[src/rtl/ppFifoPkg.sv]
package ppFifoPkg;

  typedef enum logic [1:0] {
    SEL_DATA = 2'b00,
    SEL_CFGA = 2'b01,
    SEL_CFGB = 2'b10,
    SEL_CTRL = 2'b11
  } regSel_e;

  // Strobes issued by the control to the storage datapath
  typedef struct packed {
    logic push;
    logic pop;
  } fifoStrobe_t;

endpackage

[src/rtl/ppFifoCtrl.sv]
module ppFifoCtrl
  import ppFifoPkg::*;
#(
  parameter int DEPTH     = 16,
  parameter int WR_THRESH = 4,
  parameter int RD_THRESH = 12,
  parameter int PTR_W     = $clog2(DEPTH),
  parameter int CNT_W     = PTR_W + 1
) (
  input  logic             clk,
  input  logic             rst,
  input  logic [1:0]       regSel,
  input  logic             wrEn,
  input  logic             rdEn,
  input  logic             dirIn,
  output fifoStrobe_t      strobe,
  output logic [PTR_W-1:0] wrPtr,
  output logic [PTR_W-1:0] rdPtr,
  output logic [CNT_W-1:0] occ,
  output logic             dirBit,
  output logic             fifoFull,
  output logic             fifoEmpty,
  output logic             serviceIntr
);

  localparam logic [CNT_W-1:0] DEPTH_C = CNT_W'(DEPTH);
  localparam logic [CNT_W-1:0] WR_TH_C = CNT_W'(WR_THRESH);
  localparam logic [CNT_W-1:0] RD_TH_C = CNT_W'(RD_THRESH);
  localparam logic [PTR_W-1:0] LAST_P  = PTR_W'(DEPTH - 1);

  logic             isData;
  logic             dirLoad;
  logic [CNT_W-1:0] freeCnt;

  function automatic logic [PTR_W-1:0] bumpPtr(input logic [PTR_W-1:0] p);
    return (p == LAST_P) ? '0 : p + 1'b1;
  endfunction

  always_comb begin
    isData      = (regSel == SEL_DATA);
    fifoFull    = (occ == DEPTH_C);
    fifoEmpty   = (occ == '0);
    strobe.push = isData && wrEn && !fifoFull;
    strobe.pop  = isData && rdEn && !fifoEmpty;
    dirLoad     = (regSel == SEL_CTRL) && wrEn;
    freeCnt     = DEPTH_C - occ;
    serviceIntr = dirBit ? (occ >= RD_TH_C) : (freeCnt >= WR_TH_C);
  end

  always_ff @(posedge clk) begin
    if (rst) begin
      wrPtr  <= '0;
      rdPtr  <= '0;
      occ    <= '0;
      dirBit <= 1'b0;
    end else begin
      if (strobe.push) wrPtr <= bumpPtr(wrPtr);
      if (strobe.pop)  rdPtr <= bumpPtr(rdPtr);
      case ({strobe.push, strobe.pop})
        2'b10:   occ <= occ + 1'b1;
        2'b01:   occ <= occ - 1'b1;
        default: occ <= occ;
      endcase
      if (dirLoad) dirBit <= dirIn;
    end
  end

endmodule

[src/rtl/ppFifoData.sv]
module ppFifoData
  import ppFifoPkg::*;
#(
  parameter int DEPTH = 16,
  parameter int WIDTH = 8,
  parameter int PTR_W = $clog2(DEPTH)
) (
  input  logic             clk,
  input  logic             rst,
  input  fifoStrobe_t      strobe,
  input  logic [PTR_W-1:0] wrPtr,
  input  logic [PTR_W-1:0] rdPtr,
  input  logic [WIDTH-1:0] wrData,
  input  logic [1:0]       regSel,
  input  logic             fifoEmpty,
  input  logic             dirBit,
  input  logic             irqLevel,
  output logic [WIDTH-1:0] rdData
);

  // Word-size code: one byte per word reads as 10h
  localparam logic [WIDTH-1:0] WORD_CODE = WIDTH'((WIDTH / 8) << 4);

  logic [WIDTH-1:0] mem [DEPTH];
  logic [WIDTH-1:0] lastRead;
  logic [WIDTH-1:0] headByte;

  assign headByte = mem[rdPtr];

  always_ff @(posedge clk) begin
    if (strobe.push) mem[wrPtr] <= wrData;
  end

  always_ff @(posedge clk) begin
    if (rst)             lastRead <= '0;
    else if (strobe.pop) lastRead <= headByte;
  end

  always_comb begin
    rdData = '0;
    case (regSel)
      SEL_DATA: rdData = fifoEmpty ? lastRead : headByte;
      SEL_CFGA: rdData = WORD_CODE;
      SEL_CFGB: rdData[WIDTH-2] = irqLevel;
      SEL_CTRL: rdData[0] = dirBit;
      default:  rdData = '0;
    endcase
  end

endmodule

[src/rtl/ppTestFifo.sv]
module ppTestFifo
  import ppFifoPkg::*;
#(
  parameter int DEPTH     = 16,
  parameter int WIDTH     = 8,
  parameter int WR_THRESH = 4,
  parameter int RD_THRESH = 12
) (
  input  logic             clk,
  input  logic             rst,
  input  logic [1:0]       regSel,
  input  logic             wrEn,
  input  logic             rdEn,
  input  logic [WIDTH-1:0] wrData,
  input  logic             irqLevel,
  output logic [WIDTH-1:0] rdData,
  output logic             fifoFull,
  output logic             fifoEmpty,
  output logic             serviceIntr
);

  localparam int PTR_W = $clog2(DEPTH);
  localparam int CNT_W = PTR_W + 1;

  fifoStrobe_t      strobe;
  logic [PTR_W-1:0] wrPtr;
  logic [PTR_W-1:0] rdPtr;
  logic [CNT_W-1:0] occ;
  logic             dirBit;

  ppFifoCtrl #(
    .DEPTH(DEPTH), .WR_THRESH(WR_THRESH), .RD_THRESH(RD_THRESH),
    .PTR_W(PTR_W), .CNT_W(CNT_W)
  ) uCtrl (
    .clk(clk), .rst(rst), .regSel(regSel), .wrEn(wrEn), .rdEn(rdEn),
    .dirIn(wrData[0]), .strobe(strobe), .wrPtr(wrPtr), .rdPtr(rdPtr),
    .occ(occ), .dirBit(dirBit), .fifoFull(fifoFull), .fifoEmpty(fifoEmpty),
    .serviceIntr(serviceIntr)
  );

  ppFifoData #(
    .DEPTH(DEPTH), .WIDTH(WIDTH), .PTR_W(PTR_W)
  ) uData (
    .clk(clk), .rst(rst), .strobe(strobe), .wrPtr(wrPtr), .rdPtr(rdPtr),
    .wrData(wrData), .regSel(regSel), .fifoEmpty(fifoEmpty),
    .dirBit(dirBit), .irqLevel(irqLevel), .rdData(rdData)
  );

endmodule

[config.mk]
export PLATFORM = sky130hd
export DESIGN_NAME = ppTestFifo
export DESIGN_NICKNAME = d
export VERILOG_FILES = /design/src/rtl/ppFifoPkg.sv /design/src/rtl/ppFifoCtrl.sv /design/src/rtl/ppFifoData.sv /design/src/rtl/ppTestFifo.sv
export SDC_FILE = /design/constraint.sdc
export NUM_CORES = 1
export LEC_CHECK = 0
export BUFFER_PORTS_ARGS = -buffer_cell sky130_fd_sc_hd__buf_2
export CORE_UTILIZATION = 50
export DETAILED_ROUTE_END_ITERATION = 7
export PLACE_DENSITY = 0.67
export SLEW_MARGIN = 30
export SYNTH_ARGS = -nofsm -noshare
export SYNTH_HDL_FRONTEND = slang
export SYNTH_SLANG_ARGS = --single-unit
[constraint.sdc]
create_clock -name clk -period 4.6 [get_ports clk]
set_clock_uncertainty 0.05 [all_clocks]
set_input_delay 0.92 -clock clk [delete_from_list [all_inputs] [get_ports clk]]
set_output_delay 0.92 -clock clk [all_outputs]
set_load 0.005 [all_outputs]
==> out/qor.txt <==
Status: complete, no violations
Resized Gates After CTS: 0
Mapped Nets: 413
Avg Synthesized Cell Area: 16.8 µm²
Max Fclk: 0.262 GHz
Clk buf depth: 2
Largest net degree at the start of global routing: 33
Vias in the first global route: 3220
CP endpoint kind: flop
Tmin final: 3.82 ns
Flops & latches, synth: 154
Distinct cells, synth: 47
Slew margin rel.: 44.2%
FP Rows: 41
Remaining global-route overflow: 0
Gate Count Post-Synth: 384
Drt pass-1 iters: 5
Nets: 441
Worst EP arrival: 4.06 ns
Final core occ: 57.7%
Post-route design area: 7280 µm²
Post-CTS Setup Repair Bufs: 0
Power per Cell Area: 421 nW/µm²
VDD IR-drop max: 415 µV
H-tree levels: 4
End of the worst register-to-register path: uCtrl.occ[4]$_SDFFE_PP0P_
Layout fillers: 992
Final hold vios: 0
Post-Synthesis Cell Area: 6450 µm²
DR vias: 3355
Clock root buffer: clkbuf_16
Placed cell area: 6660 µm²
Initial Util: 51.1%
Register area share after synthesis: 67.7%
WS Path Type: flop to flop
Wire length per cell: 20.1 µm
Worst Hold End: uData.lastRead[0]$_SDFFE_PP0N_
Hold WS: 0.415 ns
Synth-to-Final Area Change: 12.9%
Die Width: 116 µm
GRT Total Usage: 20.1%
P_leak: 2.47 nW
Worst-path clk slew: 0.06 ns
CP max FO: 19
First-pass GRT wire length: 18400 µm
Min-Delay Path Class: flop to flop
Main synth FF type: edfxtp_1
Hold Path Depth: 2
R2R Path Start: uCtrl.occ[0]$_SDFFE_PP0P_
ANT nets after route: 0
I/O pins: 26
R2R cell count: 13
Clock tree sinks: 154
Reg2reg setup slack: 0.78 ns
Most frequent cells in the layout: edfxtp_1 (128), dfxtp_1 (25), buf_2 (25)
RSZ-0062 raised after global routing: false
Worst EP required: 4.84 ns
Slew @ Worst Pin: 0.835 ns
Synth async-reset ratio: 0%
Hold buffers post-CTS: 0
Number of synthesized flops with an enable pin: 128
CTS tree: built
Residual DRC: 0
Final setup fails: 0
Core area: 12600 µm²
Synthesis Warnings: 0
RePlAce Congestion: 0.761
Setup TNS: 0 ns
Worst setup SP type: flop
DRT Wirelength: 12000 µm
Slew Limit Fails: 0
DR iter-0 viols: 323
Initial antenna violation count: 0
Area of the die: 13400 µm²
DP Wirelength: 7730 µm
# diodes: 0
Hold wc startpoint: uData.lastRead[0]$_SDFFE_PP0N_
Chip height: 116 µm
Most common cell after layout, fill and taps aside: edfxtp_1
Inserted Clock Buffers: 17
Layout cells sized above 1: 19.8%
Clk Latency, worst-skew pair: 0.42 ns
Port Buffers: 25
Vias per std cell: 5.62
Max_cap viols: 0
Fraction of the cycle the final worst path needs: 83.0%
registers in the layout (all words and copies together) (netlist names), named ones only:
signal / flops
uData.lastRead: 8
uCtrl.rdPtr: 4
uCtrl.occ: 5
uCtrl.wrPtr: 4
uCtrl.dirBit: 1
uData.mem: 128
cells in the mapped netlist, drive strengths merged, types with 2 or more instances:
cell type | count | area share (%)
a21oi | 15 | 1.2
a221oi | 5 | 1.2
a22o | 9 | 1.2
a22oi | 2 | 0.23
a311oi | 2 | 0.27
a31oi | 2 | 0.19
and2 | 17 | 1.6
buf | 11 | 1.5
clkbuf | 5 | 0.45
dfxtp | 26 | 8.1
edfxtp | 128 | 60
ha | 14 | 2.7
inv | 11 | 0.64
mux2i | 2 | 0.31
mux4 | 32 | 12
nand2 | 23 | 1.3
nand2b | 3 | 0.41
nand3 | 8 | 0.62
nor2 | 16 | 0.93
nor2b | 7 | 0.68
nor3 | 2 | 0.16
o21a | 2 | 0.23
o21ai | 19 | 1.5
o22ai | 3 | 0.29
or3 | 3 | 0.29
xor2 | 5 | 0.68
per-stage QoR:
| step | power (mW) | cells | setup WS (ns) |
|---|---|---|---|
| 2_1_floorplan | 1.60 | 384 | 1.10 |
| 3_3_place_gp | 1.63 | 565 | 0.787 |
| 3_5_place_dp | 1.64 | 565 | 0.678 |
| 4_1_cts | 3.08 | 597 | 0.793 |
| 5_1_grt | 3.14 | 597 | 0.413 |
| 6_report | 3.07 | 597 | 0.782 |
worst max path at each step:
stage	from	endpoint	slack [ns]
after CTS	uCtrl.occ[0]$_SDFFE_PP0P_	uCtrl.occ[4]$_SDFFE_PP0P_	0.79
after global routing	uCtrl.occ[0]$_SDFFE_PP0P_	uCtrl.occ[4]$_SDFFE_PP0P_	0.41
after detailed placement	regSel[0]	uCtrl.occ[4]$_SDFFE_PP0P_	0.68
final	uCtrl.occ[0]$_SDFFE_PP0P_	uCtrl.occ[4]$_SDFFE_PP0P_	0.78
after floorplan	regSel[0]	uCtrl.occ[4]$_SDFFE_PP0P_	1.10
after global placement	regSel[0]	uCtrl.occ[4]$_SDFFE_PP0P_	0.79
cell type report:
type                            count  area (µm²)  area share [%]
Clock inverter                      9         144            1.98
Inverter                           11        41.3           0.567
Multi-Input combinational cell    201        1880            25.9
Clock buffer                       23         478            6.56
Timing Repair Buffer               27         153            2.10
Tap cell                          172         215            2.96
Sequential cell                   154        4370            60.0
worst max-delay path, cell delays in order (launching register included):
cell and delay (ns):
dfxtp_1 0.35, nor4_1 0.52, ha_1 0.47, nand2b_4 0.24, or2_2 0.33, inv_2 0.12, ha_1 0.29, xor2_1 0.17
ha_1 0.18, a21oi_1 0.23, o22ai_1 0.13, a222oi_1 0.39, or3_1 0.16, a21oi_1 0.06
power by group:
group	switching [mW]	internal, mW	leakage (nW)
combinational	0.0552	0.0325	0.799
sequential	0.00519	1.51	1.36
clock	0.512	0.945	0.308
total	0.572	2.49	2.47
cell families after synthesis:
| family | share of synthesized area [%] |
|---|---|
| AOI/OAI and AO/OA | 6.54 |
| xor gates and xnor gates | 0.815 |
| adders and majority gates | 2.72 |
| buffers and inverters | 3.07 |
| DFF | 67.7 |
| muxes | 12.4 |
| and+or+nand+nor | 6.74 |
per-layer routing:
layer  routed length (µm)  part of all wire [%]  up-vias  global-route usage, %
met3                  626                   5.2        8                   5.91
li1                     -                     -     1564                      -
met4                  104                  0.86        0                   7.79
met5                    0                     0        -                      0
met1                 5400                    45     1709                   26.3
met2                 5900                    49       74                   32.0
Note: power is estimated with default switching activity, not from simulation.
